$ cat src/rtl/scf_pkg.sv
package scf_pkg;
    localparam int CMD_W   = 4;
    localparam int ADDR_W  = 4;
    localparam int DATA_W  = 8;
    localparam int WORD_W  = CMD_W + ADDR_W + DATA_W;
    localparam int GROUP_W = 4;   // bit-count granularity that keeps contents

    typedef struct packed {
        logic [CMD_W-1:0]  cmd;
        logic [ADDR_W-1:0] addr;
        logic [DATA_W-1:0] data;
    } word_t;

    // Outcome of a frame, judged from its bit count at select rise
    typedef enum logic [1:0] {
        V_EMPTY  = 2'd0,   // no clock edges: replay candidate
        V_RAGGED = 2'd1,   // not a multiple of GROUP_W: wipe
        V_SHORT  = 2'd2,   // multiple of GROUP_W, not of WORD_W: keep
        V_WHOLE  = 2'd3    // nonzero multiple of WORD_W: execute
    } verdict_t;

    function automatic verdict_t judge(input int n);
        if (n == 0)                 return V_EMPTY;
        else if (n % GROUP_W != 0)  return V_RAGGED;
        else if (n % WORD_W != 0)   return V_SHORT;
        else                        return V_WHOLE;
    endfunction
endpackage

$ cat src/rtl/scf_pin_sync.sv
module scf_pin_sync #(
    parameter int STAGES = 2   // at least 2
) (
    input  logic clk,
    input  logic rst,
    input  logic sclk_i,
    input  logic cs_n_i,
    input  logic sdi_i,
    output logic sclk_rise,
    output logic sclk_fall,
    output logic cs_fall,
    output logic cs_rise,
    output logic cs_low,
    output logic sdi_s
);
    // lane order: {sdi, cs_n, sclk}; select resets to idle (high)
    localparam logic [2:0] IDLE = 3'b010;

    logic [2:0]             pins;
    logic [STAGES-1:0][2:0] chain;
    logic [2:0]             prev;
    logic [2:0]             now;

    assign pins = {sdi_i, cs_n_i, sclk_i};
    assign now  = chain[STAGES-1];

    always_ff @(posedge clk) begin
        if (rst) begin
            chain <= {STAGES{IDLE}};
            prev  <= IDLE;
        end else begin
            chain <= {chain[STAGES-2:0], pins};
            prev  <= now;
        end
    end

    assign sclk_rise =  now[0] & ~prev[0];
    assign sclk_fall = ~now[0] &  prev[0];
    assign cs_fall   = ~now[1] &  prev[1];
    assign cs_rise   =  now[1] & ~prev[1];
    assign cs_low    = ~now[1];
    assign sdi_s     =  now[2];
endmodule

$ cat src/rtl/scf_shifter.sv
module scf_shifter
    import scf_pkg::*;
(
    input  logic              clk,
    input  logic              rst,
    input  logic              shift_en,
    input  logic              bit_i,
    input  logic              show_en,
    input  logic              wipe_i,
    input  logic              cs_low_i,
    input  logic              rb_load_i,
    input  logic [DATA_W-1:0] rb_data_i,
    output word_t             word_o,
    output logic              sdo_o
);
    logic [WORD_W-1:0] sr;

    always_ff @(posedge clk) begin
        if (rst) begin
            sr    <= '0;
            sdo_o <= 1'b0;
        end else begin
            if (wipe_i)
                sr <= '0;
            else if (shift_en)
                sr <= {sr[WORD_W-2:0], bit_i};
            else if (rb_load_i && !cs_low_i)
                sr[DATA_W-1:0] <= rb_data_i;
            // oldest bit is presented ahead of the next rising edge
            if (show_en)
                sdo_o <= sr[WORD_W-1];
        end
    end

    assign word_o = word_t'(sr);
endmodule

$ cat src/rtl/scf_decider.sv
module scf_decider
    import scf_pkg::*;
#(
    parameter int CNT_W = 6
) (
    input  logic  clk,
    input  logic  rst,
    input  logic  shift_en,
    input  logic  cs_fall,
    input  logic  cs_rise,
    input  word_t word_i,
    output logic  exec_o,
    output word_t frame_o,
    output logic  wipe_o
);
    localparam logic [CNT_W-1:0] CNT_MAX = '1;

    logic [CNT_W-1:0] cnt;
    logic             armed;
    verdict_t         verdict;

    always_comb verdict = judge(int'(cnt));

    assign wipe_o = cs_rise && (verdict == V_RAGGED);

    always_ff @(posedge clk) begin
        if (rst) begin
            cnt     <= '0;
            armed   <= 1'b0;
            exec_o  <= 1'b0;
            frame_o <= '0;
        end else begin
            exec_o <= 1'b0;
            if (cs_fall || cs_rise)
                cnt <= '0;
            else if (shift_en && cnt != CNT_MAX)
                cnt <= cnt + 1'b1;   // saturated count judges as ragged
            if (cs_rise) begin
                if (verdict == V_WHOLE) begin
                    frame_o <= word_i;
                    armed   <= 1'b1;
                    exec_o  <= 1'b1;
                end else if (verdict == V_EMPTY && armed) begin
                    exec_o  <= 1'b1;   // frame_o already holds last word
                end
            end
        end
    end
endmodule

$ cat src/rtl/spi_cmd_frontend.sv
module spi_cmd_frontend
    import scf_pkg::*;
#(
    parameter int SYNC_STAGES = 2,
    parameter int CNT_W       = 6
) (
    input  logic              clk,
    input  logic              rst,
    input  logic              sclk_i,
    input  logic              cs_n_i,
    input  logic              sdi_i,
    input  logic              rb_load_i,
    input  logic [DATA_W-1:0] rb_data_i,
    output logic              sdo_o,
    output logic              sdo_oe_o,
    output logic              exec_o,
    output logic [CMD_W-1:0]  cmd_o,
    output logic [ADDR_W-1:0] addr_o,
    output logic [DATA_W-1:0] data_o
);
    logic  sclk_rise, sclk_fall, cs_fall, cs_rise, cs_low, sdi_s;
    logic  shift_en, show_en, wipe;
    word_t word, frame;

    scf_pin_sync #(.STAGES(SYNC_STAGES)) u_sync (
        .clk       (clk),
        .rst       (rst),
        .sclk_i    (sclk_i),
        .cs_n_i    (cs_n_i),
        .sdi_i     (sdi_i),
        .sclk_rise (sclk_rise),
        .sclk_fall (sclk_fall),
        .cs_fall   (cs_fall),
        .cs_rise   (cs_rise),
        .cs_low    (cs_low),
        .sdi_s     (sdi_s)
    );

    assign shift_en = sclk_rise & cs_low;
    assign show_en  = (sclk_fall & cs_low) | cs_fall;

    scf_shifter u_shift (
        .clk       (clk),
        .rst       (rst),
        .shift_en  (shift_en),
        .bit_i     (sdi_s),
        .show_en   (show_en),
        .wipe_i    (wipe),
        .cs_low_i  (cs_low),
        .rb_load_i (rb_load_i),
        .rb_data_i (rb_data_i),
        .word_o    (word),
        .sdo_o     (sdo_o)
    );

    scf_decider #(.CNT_W(CNT_W)) u_decide (
        .clk      (clk),
        .rst      (rst),
        .shift_en (shift_en),
        .cs_fall  (cs_fall),
        .cs_rise  (cs_rise),
        .word_i   (word),
        .exec_o   (exec_o),
        .frame_o  (frame),
        .wipe_o   (wipe)
    );

    assign sdo_oe_o = cs_low;
    assign cmd_o    = frame.cmd;
    assign addr_o   = frame.addr;
    assign data_o   = frame.data;
endmodule

$ cat config.mk
export PLATFORM = sky130hd
export DESIGN_NAME = spi_cmd_frontend
export DESIGN_NICKNAME = d
export VERILOG_FILES = /design/src/rtl/scf_pkg.sv /design/src/rtl/scf_pin_sync.sv /design/src/rtl/scf_shifter.sv /design/src/rtl/scf_decider.sv /design/src/rtl/spi_cmd_frontend.sv
export SDC_FILE = /design/constraint.sdc
export NUM_CORES = 1
export LEC_CHECK = 0
export BUFFER_PORTS_ARGS = -buffer_cell sky130_fd_sc_hd__clkbuf_2
export CORE_UTILIZATION = 25
export CTS_CLUSTER_DIAMETER = 30
export DETAILED_ROUTE_END_ITERATION = 16
export PLACE_DENSITY = 0.47
export SLEW_MARGIN = 5
export SYNTH_ARGS = -nofsm -noshare
export SYNTH_HDL_FRONTEND = slang
export SYNTH_SLANG_ARGS = --single-unit
$ cat constraint.sdc
create_clock -name clk -period 4.79 [get_ports clk]
set_clock_uncertainty 0.15 [all_clocks]
set_input_delay 0.479 -clock clk [delete_from_list [all_inputs] [get_ports clk]]
set_output_delay 0.479 -clock clk [all_outputs]
set_load 0.1 [all_outputs]
Word level (Yosys, flattened, before mapping)
Index checks and enable logic that the tools add are counted.

cells by class
  add/sub/neg operators = 1
  equal/unequal tests = 3
  mux-type cells = 7
  bitwise logic cells = 12
  reduce and logical (&&, ||, !) cells = 14

operators with widths
  kind                                                 number
  nonzero test 32 bit                                  2
  two-way mux 8 bit                                    2
  adder 6 x 1 -> 6 bit, second input constant          1
  AND 1 bit                                            6
  zero test 6 bit                                      1
  != test 6 bit, second input constant                 1
  OR reduction 2 bit                                   3
  inverter 1 bit                                       5
  logical AND 1 bit                                    4
  two-way mux 2 bit                                    2
  two-way mux 1 bit                                    3
  equality test 2 x 1 -> 1 bit, second input constant  1
  equality test 2 bit, second input constant           1
  zero test 2 bit                                      1
  AND reduction 2 bit                                  1
  nonzero test 2 bit                                   1
  logical OR 1 bit                                     1
  OR 1 bit                                             1

word-level totals
  register bits after elaboration = 49
  bits of input ports = 14
  output and inout bits = 19
  word-level logic and storage cells = 49

Depth between registers and ports, before layout
Gate-level depths: netlist of run 1.

  word-level depth = 8
  gate-level depth with buffers = 7
  depth with buffers taken out = 5

Hierarchy
Synthesis of run 1 repeated with hierarchy kept, for this count alone.

second synthesis, totals
  cell total of the unflattened synthesis = 197
  area, all modules = 1963.1 µm²

by module, submodules not included
  module            times used  cells an instance  area each (µm²)  sequential area each (µm²)
  scf_decider       1           97                 985.9            480.5
  scf_shifter       1           77                 724.4            340.3
  scf_pin_sync      1           21                 239.0            160.2
  spi_cmd_frontend  1           2                  13.8             0.0

Worst setup path before layout of run 1
OpenSTA, ideal clock, no wires.

  path type = flip-flop to flip-flop
  start = register u_sync.chain (netlist bit u_sync.now[1])
  end = register u_shift.sdo_o
  library setup time = 70 ps
  arrival time = 1558 ps
  required time = 4570 ps
  path slack = 3011 ps
  stages on the path, launching flop included = 6
  buffers on the path = 0
  clock period less this slack = 1779 ps
  cells stage by stage = dfxtp_1 -> inv_1 -> ha_1 -> inv_1 -> a21bo_2 -> a21oi_1

on the way
  cells in the longest elaborated chain, start to end = 3
  elaborated cells between the ends (all ways) = 4
  classes of those cells = bitwise: 4

ends and longest elaborated chain
  item                                 line                                        text
  start: declaration                   scf_pin_sync.sv:20                          logic [STAGES-1:0][2:0] chain;
  start signal: assignment             scf_pin_sync.sv:29                          chain <= {STAGES{IDLE}};
  start signal: assignment             scf_pin_sync.sv:32                          chain <= {chain[STAGES-2:0], pins};
  inverter 1 bit (*)                   scf_pin_sync.sv:41                          assign cs_low = ~now[1];
  via sdo_oe_o                         spi_cmd_frontend.sv:15                      output logic sdo_oe_o,
  AND 1 bit, on equally long branches  spi_cmd_frontend.sv:40, scf_pin_sync.sv:39
  OR 1 bit (*)                         spi_cmd_frontend.sv:40                      assign show_en = (sclk_fall & cs_low) | cs_fall;
  end signal: assignment               scf_shifter.sv:31                           sdo_o <= sr[WORD_W-1];
  end: declaration                     scf_shifter.sv:14                           output logic sdo_o

The timed path passes the listed nets; every way through them passes the cells marked *.
A chain may end at the register's enable or synchronous reset.

Final worst setup path of run 1
  start = register u_sync.chain (netlist bit u_sync.now[1])
  end = register u_decide.cnt[4]

on the way
  cells in the longest elaborated chain, start to end = 4
  elaborated cells between the ends (all ways) = 7
  classes of those cells = bitwise: 4; reduce/logical: 3

ends and longest elaborated chain
  item                                 line                                    text
  inverter 1 bit                       scf_pin_sync.sv:39, scf_pin_sync.sv:41
  AND 1 bit                            scf_pin_sync.sv:39                      assign cs_fall = ~now[1] & prev[1];
  logical OR 1 bit                     scf_decider.sv:34                       if (cs_fall || cs_rise)
  OR reduction 2 bit (no source line)  -
  end signal: assignment               scf_decider.sv:37                       cnt <= cnt + 1'b1;
  end: declaration                     scf_decider.sv:18                       logic [CNT_W-1:0] cnt;

Parallel ways exist; a longest one is shown, timed or not.

==> results of run 1 <==
==> state kept, by name, summed over array words and instances, names as in the netlist <==
| register | flops |
|---|---|
| u_decide.frame_o | 16 |
| u_shift.word_o | 16 |
| u_decide.cnt | 6 |
| u_sync.chain | 3 |
| u_sync.now | 3 |
| u_sync.prev | 2 |
| u_decide.armed | 1 |
| u_decide.exec_o | 1 |
| u_shift.sdo_o | 1 |
==> metrics by stage <==
stage | cell area (µm²) | hold slack (ps) | worst slack (ps)
finish | 2308 | 209.8 | 2744
global route | 2308 | 198.5 | 2525
CTS | 2308 | 199.3 | 2749
detailed placement | 2192 | 243.6 | 2745
global placement | 2192 | 246.6 | 2779
floorplan | 1992 | 239.5 | 3011
==> cell usage after synthesis, types with 2 or more instances <==
library cell	count
sky130_fd_sc_hd__dfxtp_1	49
sky130_fd_sc_hd__a21oi_1	35
sky130_fd_sc_hd__nand3_1	26
sky130_fd_sc_hd__nand2_1	23
sky130_fd_sc_hd__o21ai_0	15
sky130_fd_sc_hd__a22oi_1	8
sky130_fd_sc_hd__buf_2	7
sky130_fd_sc_hd__inv_1	7
sky130_fd_sc_hd__clkbuf_1	6
sky130_fd_sc_hd__nor2b_1	6
sky130_fd_sc_hd__a211oi_1	4
sky130_fd_sc_hd__ha_1	4
sky130_fd_sc_hd__or2_2	4
sky130_fd_sc_hd__mux2i_1	3
sky130_fd_sc_hd__a21o_1	2
sky130_fd_sc_hd__a41oi_1	2
sky130_fd_sc_hd__buf_6	2
sky130_fd_sc_hd__nor2_1	2
==> power groups by stage <==
stage	clock [mW]	sequential [mW]	combinational [mW]
final	0.305	0.418	0.0343
after detailed placement	0	0.428	0.0348
after global routing	0.332	0.420	0.0389
after floorplan	0	0.427	0.0250
after CTS	0.317	0.418	0.0351
after global placement	0	0.428	0.0350
==> worst max-delay path: cells and delay by family (launching register included) <==
family             cells  cell delay, ps
and+or+nand+nor        1             970
AOI/OAI and AO/OA      2             450
DFF                    1             380
==> kinds of logic after synthesis <==
| kind of cell | count (synthesis) |
|---|---|
| fa+ha+maj | 4 |
| compound gates | 70 |
| simple gates | 72 |
| mux | 3 |
| flops | 49 |
| buf+inv | 24 |
==> worst paths after layout <==
path | endpoint | slack, ps | cells past startpoint
max | u_decide.cnt[4] | 2740 | 3
max reg2reg | u_decide.cnt[4] | 2740 | 3
min reg2reg | u_sync.now[1] | 260 | 1
min | u_sync.chain[1] | 210 | 2
==> cell type report <==
class                   count  share of cell area [%]
inverters                   7                   1.138
clock buffers               7                   3.740
repair buffers             32                   6.938
multi-input cells         149                   38.86
well taps                 102                   5.528
flip-flops and latches     49                   42.49
clock inverters             1                   1.301
==> layer usage <==
layer | vias to the layer above | track usage [%] | part of all wire (%) | wire length, µm
met5 | - | 0 | 0 | 0
met4 | 0 | 4.762 | 1.3 | 56
met3 | 2 | 2.513 | 4.3 | 186
met2 | 38 | 18.06 | 45 | 1928
met1 | 762 | 14.79 | 49 | 2125
li1 | 827 | - | - | -
==> impl_summary.log, run 1 <==
INFO  metric holdCritStartpoint = cs_n_i
INFO  metric power.share.switching = 21.30%
INFO  metric power.share.clock = 40.3%
INFO  metric commonest_cells_after_routing_fill_and_taps_aside = sky130_fd_sc_hd__dfxtp_1, sky130_fd_sc_hd__a21oi_1, sky130_fd_sc_hd__clkbuf_2, sky130_fd_sc_hd__nand3_1, sky130_fd_sc_hd__nand2_1
INFO  metric totalNegativeSetupSlack = 0 ps
INFO  metric tritoncts.num_buffers = 5
INFO  metric design.core.area = 0.007727 mm²
INFO  metric max-slew-margin-rel = 18.89%
INFO  metric worst_ep_required_time = 4860 ps
INFO  metric rsz_0062_raised_after_global_routing = false
INFO  metric worst_min_delay_path_class = primary input to register
INFO  metric route.detailed.drc = 0
INFO  metric pin_count_of_the_biggest_net_entering_global_routing = 31
INFO  metric synth.cell_area = 0.001992 mm²
INFO  metric worstSetupPathType = register to register
INFO  metric worst_r2r_startpoint = u_sync.now[1]
INFO  metric seq_area_frac_synth = 49.25%
INFO  metric synthDominantAreaCellType = sky130_fd_sc_hd__dfxtp_1
INFO  metric post-route-min-period = 2046 ps
INFO  metric maxSlewViolCount = 0
INFO  metric core.rowCount = 32
INFO  metric avgSynthCellArea = 8.973 µm²
INFO  metric grt_pass1_vias = 1525
INFO  metric post_cts_hold_buffer_count = 0
INFO  metric fp.dieH = 91.26 µm
INFO  metric power.static_leakage = 0.8368 nW
INFO  metric overflow = 0
INFO  metric htree_num_levels = 2
INFO  metric worstPathArrival = 2110 ps
INFO  metric syn-num-nets = 240
INFO  metric seqPwrFrac = 55.2%
INFO  metric drv_cap = 0
INFO  metric report.final.setup_viol = 0
INFO  metric postSynthCellCount = 222
INFO  metric multiInputGateArea = 897.1 µm²
INFO  metric placedCellCount = 339
INFO  metric place.detailed.hpwl = 2906 µm
INFO  metric antenna-diode-count = 0
INFO  metric count_of_flip_flops_with_a_built_in_enable_after_synthesis = 0
INFO  metric post-route-period-util = 42.71%
INFO  metric worstPathMaxFanout = 20
INFO  metric io_buffer_count = 32
INFO  metric layout-drive-gt1-share = 20.41%
INFO  metric netlist_top_cells_area = sky130_fd_sc_hd__dfxtp_1, sky130_fd_sc_hd__a21oi_1, sky130_fd_sc_hd__nand3_1
INFO  metric yosys-mux-area-fraction = 1.508%
INFO  metric final_cells = 347
INFO  metric tightest_slew = 1211 ps
INFO  metric cts_tree = done
INFO  metric synthSimpleGateAreaFrac = 19.79%
INFO  metric fill_cells = 832
INFO  metric tritoncts_num_sinks = 49
INFO  metric share_comb_of_total_power = 4.5%
INFO  metric ctsResizeCount = 0
INFO  metric routed_wirelength = 4296 µm
INFO  metric synthToLayoutAreaGrowth = 15.89%
INFO  metric cellInternalPower = 0.5967 mW
INFO  metric worst_setup_path_end_kind = register
INFO  metric number_of_flip_flops_and_latches_in_the_synthesized_netlist = 49
INFO  metric synth_compound_gate_area_share = 20.98%
INFO  metric initial_antenna_violation_count = 0
INFO  metric worst_ir_drop_vdd = 0.0001610 V
INFO  metric num_io_pins = 33
INFO  metric fp.dieArea = 0.008328 mm²
INFO  metric drt_iter0_drc = 55
INFO  metric ys.flop_type = sky130_fd_sc_hd__dfxtp_1
INFO  metric route.antenna.remaining_nets = 0
INFO  metric yosys.area.top_type_share = 49.25%
INFO  metric powerDensity = 328.4 mW/mm²
INFO  metric cts-root-buf = sky130_fd_sc_hd__clkbuf_8
INFO  metric seq_area = 980.9 µm²
INFO  metric vias = 1629
INFO  metric total_power = 0.7581 mW
INFO  metric initial_cell_density_of_the_core = 25.78%
INFO  metric main_combinational_cell_family_by_area_after_synthesis = compound AO/OA/AOI/OAI gates
INFO  metric die_width = 91.26 µm
INFO  metric post_cts.repair.setup_buffers = 0
INFO  metric synthDistinctLibCells = 35
INFO  metric post_synth_xor_area_fraction = 0%
INFO  metric gp_weighted_congestion = 0.7011
INFO  metric clock_transition_at_the_registers_of_the_reported_paths = 90 ps
INFO  metric status = completed
INFO  metric achievable-frequency = 488.8 MHz
INFO  metric crit_path_start_kind = register
INFO  metric worst_path_largest_cell_delay = 970 ps
INFO  metric crit_chain = nor3b_2 -> a41oi_1 -> a211oi_1
INFO  metric synthArstFlopShare = 0%
INFO  metric num-nets-final = 262
INFO  metric post_drt_via_cell_ratio = 4.695
INFO  metric drtPass1Iterations = 5
INFO  metric grt_util_all_layers = 11.35%
INFO  metric grt_first_pass_wirelength = 7458 µm
INFO  metric synth_warnings = 0
INFO  metric worstSkewPairLatency = 290 ps
INFO  metric yosys.area_share.adder = 2.513%
INFO  metric ctsLongestPathBuffers = 2
INFO  metric finalHoldViolCount = 0
INFO  metric mostFrequentLayoutCell = sky130_fd_sc_hd__dfxtp_1
INFO  metric avgRoutedWirePerCell = 12.38 µm
INFO  metric utilization = 29.87%
INFO  metric total_switching_power = 0.1614 mW
INFO  metric crit_path_top_delay_cell = sky130_fd_sc_hd__nor3b_2
INFO  metric critPathLaunch = u_sync.now[1]
Note: power is estimated with default switching activity, not from simulation.
==> inputs of run 2 (changes only) <==
==> constraint.sdc (replaced) <==
create_clock -name clk -period 2 [get_ports clk]
set_clock_uncertainty 0.15 [all_clocks]
set_input_delay 0.2 -clock clk [delete_from_list [all_inputs] [get_ports clk]]
set_output_delay 0.2 -clock clk [all_outputs]
set_load 0.1 [all_outputs]
==> run 2 against run 1 <==
  * Flip-flop and latch count is the same
  * Total power grew 140%
  * Utilization grew 0.86 points
  * Count of clock-buffer cells in the layout shrank 2
  * Hold slack lost 190 ps
  * Clock power grew 140%
  * Non-clock buffer count grew 8
  * Largest cell class unchanged
  * Routed wire length grew 5.1%
  * Maximum frequency grew 16%
  * First-iteration DRC count grew 15%
==> impl_summary.log, run 2 (synthesis gave the netlist of run 1 again) <==
INFO  metric status = completed (unchanged)
INFO  metric worst_min_delay_path_class = primary input to register (unchanged)
INFO  metric place.detailed.hpwl = 3106 µm (was 2906 µm)
INFO  metric multiInputGateArea = 897.1 µm² (unchanged)
INFO  metric clock_transition_at_the_registers_of_the_reported_paths = 100 ps (was 90 ps)
INFO  metric postPlaceCellArea = 0.002230 mm² (was 0.002192 mm²)
INFO  metric mostFrequentLayoutCell = sky130_fd_sc_hd__dfxtp_1 (unchanged)
INFO  metric seq_area = 980.9 µm² (unchanged)
INFO  metric rsz_0062_raised_after_global_routing = false (unchanged)
INFO  metric route.detailed.drc = 0 (unchanged)
INFO  metric core.rowCount = 32 (unchanged)
INFO  metric fp.dieArea = 0.008328 mm² (unchanged)
INFO  metric worstPathMaxFanout = 16 (was 20)
INFO  metric design.core.area = 0.007727 mm² (unchanged)
INFO  metric worstSetupPathType = register to register (unchanged)
INFO  metric tightest_slew = 988.3 ps (was 1211 ps)
INFO  metric drtPass1Iterations = 4 (was 5)
INFO  metric pin_count_of_the_biggest_net_entering_global_routing = 21 (was 31)
INFO  metric grt_pass1_vias = 1557 (was 1525)
INFO  metric vias = 1621 (was 1629)
INFO  metric drt_iter0_drc = 63 (was 55)
INFO  metric io_buffer_count = 32 (unchanged)
INFO  metric finalHoldViolCount = 0 (unchanged)
INFO  metric fp.dieH = 91.26 µm (unchanged)
INFO  metric worst_ir_drop_vdd = 0.0003785 V (was 0.0001610 V)
INFO  metric timing.reg2reg.setup_slack = 240 ps (was 2740 ps)
INFO  metric grt_first_pass_wirelength = 7734 µm (was 7458 µm)
INFO  metric worstPathArrival = 1850 ps (was 2110 ps)
INFO  metric avgRoutedWirePerCell = 12.72 µm (was 12.38 µm)
INFO  metric ctsLongestPathBuffers = 2 (unchanged)
INFO  metric gp_weighted_congestion = 0.7315 (was 0.7011)
INFO  metric totalNegativeSetupSlack = 0 ps (unchanged)
INFO  metric initial_antenna_violation_count = 0 (unchanged)
INFO  metric achievable-frequency = 569.1 MHz (was 488.8 MHz)
INFO  metric max-slew-margin-rel = 33.87% (was 18.89%)
INFO  metric tritoncts_num_sinks = 49 (unchanged)
INFO  metric drv_cap = 0 (unchanged)
INFO  metric initial_cell_density_of_the_core = 25.78% (unchanged)
INFO  metric worst_setup_path_end_kind = register (unchanged)
INFO  metric die_width = 91.26 µm (unchanged)
INFO  metric layout-drive-gt1-share = 22.13% (was 20.41%)
INFO  metric report.final.setup_viol = 0 (unchanged)
INFO  metric post-route-period-util = 87.86% (was 42.71%)
INFO  metric num_io_pins = 33 (unchanged)
INFO  metric post-route-min-period = 1757 ps (was 2046 ps)
INFO  metric maxSlewViolCount = 0 (unchanged)
INFO  metric fill_cells = 825 (was 832)
INFO  metric cts-root-buf = sky130_fd_sc_hd__clkbuf_8 (unchanged)
INFO  metric routed_wirelength = 4517 µm (was 4296 µm)
INFO  metric antenna-diode-count = 0 (unchanged)
INFO  metric post_cts.repair.setup_buffers = 0 (unchanged)
INFO  metric route.antenna.remaining_nets = 0 (unchanged)
INFO  metric grt_util_all_layers = 11.85% (was 11.35%)
INFO  metric num-nets-final = 270 (was 262)
INFO  metric htree_num_levels = 2 (unchanged)
INFO  metric finalInstanceArea = 0.002375 mm² (was 0.002308 mm²)
INFO  metric overflow = 0 (unchanged)
INFO  metric commonest_cells_after_routing_fill_and_taps_aside = sky130_fd_sc_hd__dfxtp_1, sky130_fd_sc_hd__a21oi_1, sky130_fd_sc_hd__clkbuf_2, sky130_fd_sc_hd__nand3_1, sky130_fd_sc_hd__nand2_1 (unchanged)
INFO  metric post_drt_via_cell_ratio = 4.566 (was 4.695)
INFO  metric cts_tree = done (unchanged)
INFO  metric dp_slack = 261.6 ps (was 2745 ps)
INFO  metric setup_slack = 242.8 ps (was 2744 ps)
INFO  metric synthToLayoutAreaGrowth = 19.22% (was 15.89%)
INFO  metric crit_path_start_kind = register (unchanged)
INFO  metric tritoncts.num_buffers = 5 (unchanged)
INFO  metric powerDensity = 763.6 mW/mm² (was 328.4 mW/mm²)
INFO  metric worstSkewPairLatency = 300 ps (was 290 ps)
INFO  metric power.static_leakage = 0.8699 nW (was 0.8368 nW)
INFO  metric worst_ep_required_time = 2090 ps (was 4860 ps)
==> run 2: report_power, final <==
part           switching, mW  internal, mW  leakage (nW)
clock network          0.344         0.375        0.0543
logic                 0.0549        0.0369         0.418
registers             0.0114         0.991         0.398
==> run 2: per-stage QoR <==
step,util (%),power [mW],hold WS (ps),instances
floorplan,-,1.081,153.8,222
global placement,28.85,1.114,237.8,344
detailed placement,28.85,1.114,234.7,344
CTS,30.73,1.846,19.99,355
global route,30.73,1.904,27.95,355
finish,30.73,1.813,23.86,355
==> run 2: worst paths after layout <==
path,cells after the start,from,endpoint
setup reg to reg,3,u_decide.cnt[5],u_decide.frame_o[15]
setup / recovery,3,u_decide.cnt[5],u_decide.frame_o[15]
hold reg to reg,1,u_sync.chain[1],u_sync.now[1]
hold / removal,3,rb_data_i[0],u_shift.word_o[0]
==> run 2: timing repair <==
item,in CTS,in global routing
hold buffers,3,0
resized for setup,0,0
endpoints found under the hold margin,3,0
endpoints found under the setup margin,0,0
==> run 2: metal layers <==
layer,wire length [µm],GRT usage [%],vias up
met5,0,0,-
met4,77,5.556,0
met3,167,2.429,5
met2,2007,18.06,32
met1,2265,15.96,743
li1,-,-,841
==> run 2: worst max-delay path: stages, from the launching register on <==
cell	delay (ps)
sky130_fd_sc_hd__dfxtp_1	410
sky130_fd_sc_hd__nor2_1	780
sky130_fd_sc_hd__o21ai_0	170
sky130_fd_sc_hd__a21oi_1	180
==> run 2: area by class of cell <==
| class | instances | share of cell area (%) |
|---|---|---|
| Clock buffer | 5 | 2.898 |
| Clock inverter | 3 | 1.949 |
| Inverter | 7 | 1.106 |
| Multi-Input combinational cell | 149 | 37.78 |
| Sequential cell | 49 | 41.31 |
| Tap cell | 102 | 5.374 |
| Timing Repair Buffer | 40 | 9.589 |
==> inputs of run 3 (changes only) <==
--- a/config.mk
+++ b/config.mk
@@ -5,11 +5,12 @@
 export SDC_FILE = /design/constraint.sdc
 export NUM_CORES = 1
 export LEC_CHECK = 0
-export BUFFER_PORTS_ARGS = -buffer_cell sky130_fd_sc_hd__clkbuf_2
+export BUFFER_PORTS_ARGS = -buffer_cell sky130_fd_sc_hd__buf_2
 export CORE_UTILIZATION = 25
 export CTS_CLUSTER_DIAMETER = 30
 export DETAILED_ROUTE_END_ITERATION = 16
 export PLACE_DENSITY = 0.47
+export SKIP_CTS_REPAIR_TIMING = 1
 export SLEW_MARGIN = 5
 export SYNTH_ARGS = -nofsm -noshare
 export SYNTH_HDL_FRONTEND = slang
==> run 3 against run 2 <==
  * Hold slack lost 5.9 ps
  * Critical path type unchanged
  * Maximum frequency rose by 0.85%
  * Worst setup slack improved by 15 ps
  * Highest routed layer unchanged
  * Largest cell class unchanged
  * Sequential power about the same
==> impl_summary.log, run 3 (synthesis gave the netlist of run 1 again) <==
INFO  metric report.final.setup_viol = 0 (unchanged)
INFO  metric placedCellCount = 345 (was 344)
INFO  metric status = completed (unchanged)
INFO  metric crit_path_top_delay_cell = sky130_fd_sc_hd__and4bb_2 (was sky130_fd_sc_hd__nor2_1)
INFO  metric power.static_leakage = 0.8793 nW (was 0.8699 nW)
INFO  metric seq_area = 980.9 µm² (unchanged)
INFO  metric fill_cells = 846 (was 825)
INFO  metric fp.dieArea = 0.008328 mm² (unchanged)
INFO  metric achievable-frequency = 573.9 MHz (was 569.1 MHz)
INFO  metric design.core.area = 0.007727 mm² (unchanged)
INFO  metric gp_weighted_congestion = 0.7187 (was 0.7315)
INFO  metric post-route-min-period = 1742 ps (was 1757 ps)
INFO  metric drv_cap = 0 (unchanged)
INFO  metric clock_transition_at_the_registers_of_the_reported_paths = 100 ps (about the same)
INFO  metric finalHoldViolCount = 0 (unchanged)
INFO  metric worst_setup_path_end_kind = register (unchanged)
INFO  metric drt_iter0_drc = 62 (was 63)
INFO  metric pin_count_of_the_biggest_net_entering_global_routing = 20 (was 21)
INFO  metric max-slew-margin-rel = 59.71% (was 33.87%)
INFO  metric totalNegativeSetupSlack = 0 ps (unchanged)
INFO  metric routed_wirelength = 4561 µm (was 4517 µm)
INFO  metric worstSkewPairLatency = 310 ps (was 300 ps)
INFO  metric worst_ep_required_time = 2090 ps (about the same)
INFO  metric initial_cell_density_of_the_core = 25.78% (unchanged)
INFO  metric tritoncts.num_buffers = 5 (unchanged)
INFO  metric cts-root-buf = sky130_fd_sc_hd__clkbuf_8 (unchanged)
INFO  metric crit_chain = ha_1 -> and4bb_2 -> nand3_1 -> a21oi_1 (was nor2_1 -> o21ai_0 -> a21oi_1)
INFO  metric initial_antenna_violation_count = 0 (unchanged)
INFO  metric synthToLayoutAreaGrowth = 18.72% (was 19.22%)
INFO  metric worst-path-buf-inv = 0 (unchanged)
INFO  metric place.detailed.hpwl = 3054 µm (was 3106 µm)
INFO  metric io_buffer_count = 32 (unchanged)
INFO  metric drtPass1Iterations = 4 (unchanged)
INFO  metric overflow = 0 (unchanged)
INFO  metric worst_ir_drop_vdd = 0.0002617 V (was 0.0003785 V)
INFO  metric post_drt_via_cell_ratio = 4.565 (was 4.566)
INFO  metric tightest_slew = 603.7 ps (was 988.3 ps)
INFO  metric commonest_cells_after_routing_fill_and_taps_aside = sky130_fd_sc_hd__dfxtp_1, sky130_fd_sc_hd__a21oi_1, sky130_fd_sc_hd__buf_2, sky130_fd_sc_hd__nand3_1, sky130_fd_sc_hd__nand2_1 (was sky130_fd_sc_hd__dfxtp_1, sky130_fd_sc_hd__a21oi_1, sky130_fd_sc_hd__clkbuf_2, sky130_fd_sc_hd__nand3_1, sky130_fd_sc_hd__nand2_1)
INFO  metric worstPathMaxFanout = 17 (was 16)
INFO  metric tritoncts_num_sinks = 49 (unchanged)
INFO  metric antenna-diode-count = 0 (unchanged)
INFO  metric core.rowCount = 32 (unchanged)
INFO  metric mostFrequentLayoutCell = sky130_fd_sc_hd__dfxtp_1 (unchanged)
INFO  metric rsz_0062_raised_after_global_routing = false (unchanged)
INFO  metric grt_first_pass_wirelength = 8031 µm (was 7734 µm)
INFO  metric cts_tree = done (unchanged)
INFO  metric crit_family = simple AND/OR/NAND/NOR gates (unchanged)
INFO  metric multiInputGateArea = 899.6 µm² (was 897.1 µm²)
INFO  metric htree_num_levels = 2 (unchanged)
INFO  metric worstSetupPathType = register to register (unchanged)
INFO  metric route.detailed.drc = 0 (unchanged)
INFO  metric die_width = 91.26 µm (unchanged)
INFO  metric maxSlewViolCount = 0 (unchanged)
INFO  metric num_io_pins = 33 (unchanged)
INFO  metric post-route-period-util = 87.12% (was 87.86%)
INFO  metric worst_path_largest_cell_delay = 480 ps (was 780 ps)
INFO  metric powerDensity = 727.9 mW/mm² (was 763.6 mW/mm²)
INFO  metric crit_path_start_kind = register (unchanged)
INFO  metric num-nets-final = 271 (was 270)
INFO  metric fp.dieH = 91.26 µm (unchanged)
INFO  metric worstPathArrival = 1840 ps (was 1850 ps)
INFO  metric grt_pass1_vias = 1649 (was 1557)
INFO  metric ctsLongestPathBuffers = 2 (unchanged)
INFO  metric route.antenna.remaining_nets = 0 (unchanged)
INFO  metric avgRoutedWirePerCell = 12.81 µm (was 12.72 µm)
INFO  metric worst_min_delay_path_class = primary input to register (unchanged)
INFO  metric final_cells = 356 (was 355)
INFO  metric grt_util_all_layers = 12.09% (was 11.85%)
INFO  metric layout-drive-gt1-share = 22.83% (was 22.13%)
INFO  metric vias = 1625 (was 1621)
-- run 3: changes by cell type in the layout (fill, tap and decap cells not counted), sizes merged --
cell / change
clkinvlp: +1
inv: +1
buf: +33
bufinv: -1
clkinv: -1
clkbuf: -32
-- run 3: worst paths after layout --
path / cells after the start / slack, ps / endpoint / start
max: 4 / 260 / u_decide.frame_o[8] / u_sync.now[1]
min: 3 / 20 / u_shift.word_o[3] / rb_data_i[3]
max reg2reg: 4 / 260 / u_decide.frame_o[8] / u_sync.now[1]
min reg2reg: 1 / 280 / u_sync.now[1] / u_sync.chain[1]
-- run 3: area by class of cell --
class | instances | share of cell area, %
timing repair buffer | 41 | 9.947
multi-input combinational | 149 | 38.04
clock inverter | 3 | 1.111
sequential | 49 | 41.48
inverter | 7 | 1.111
tap | 102 | 5.397
clock buffer | 5 | 2.910
-- run 3: layer usage --
metal | part of all wire, % | vias to the layer above | track usage, % | routed length (µm)
li1 | - | 845 | - | -
met3 | 2.5 | 4 | 2.596 | 113
met2 | 45 | 26 | 19.89 | 2033
met1 | 52 | 750 | 15.38 | 2349
met5 | 0 | - | 0 | 0
met4 | 1.4 | 0 | 4.762 | 64
-- run 3: where the power goes --
group          switching [mW]  leakage [nW]  internal (mW)  total, mW
Sequential             0.0114         0.398          0.991       1.00
Clock                   0.371        0.0423          0.255      0.627
Combinational          0.0549         0.439         0.0372     0.0921
Total                   0.438         0.879           1.28       1.72
-- run 3: stage by stage --
stage	worst slack [ps]	hold WS [ps]	utilization, %	instance area, µm²	power [mW]
final	257.7	17.92	30.60	2365	1.721
after global routing	106.7	20.90	30.60	2365	1.799
after CTS	228.1	-88.15	30.18	2332	1.735
after detailed placement	266.9	242.5	28.95	2237	1.115
after global placement	260.2	239.1	28.95	2237	1.114
after floorplan	221.3	153.8	-	1992	1.081
-- run 3: tightest hold or removal path, stage by stage --
cell and delay [ps]:
sky130_fd_sc_hd__buf_2 80, sky130_fd_sc_hd__a22oi_1 60, sky130_fd_sc_hd__a21oi_1 110
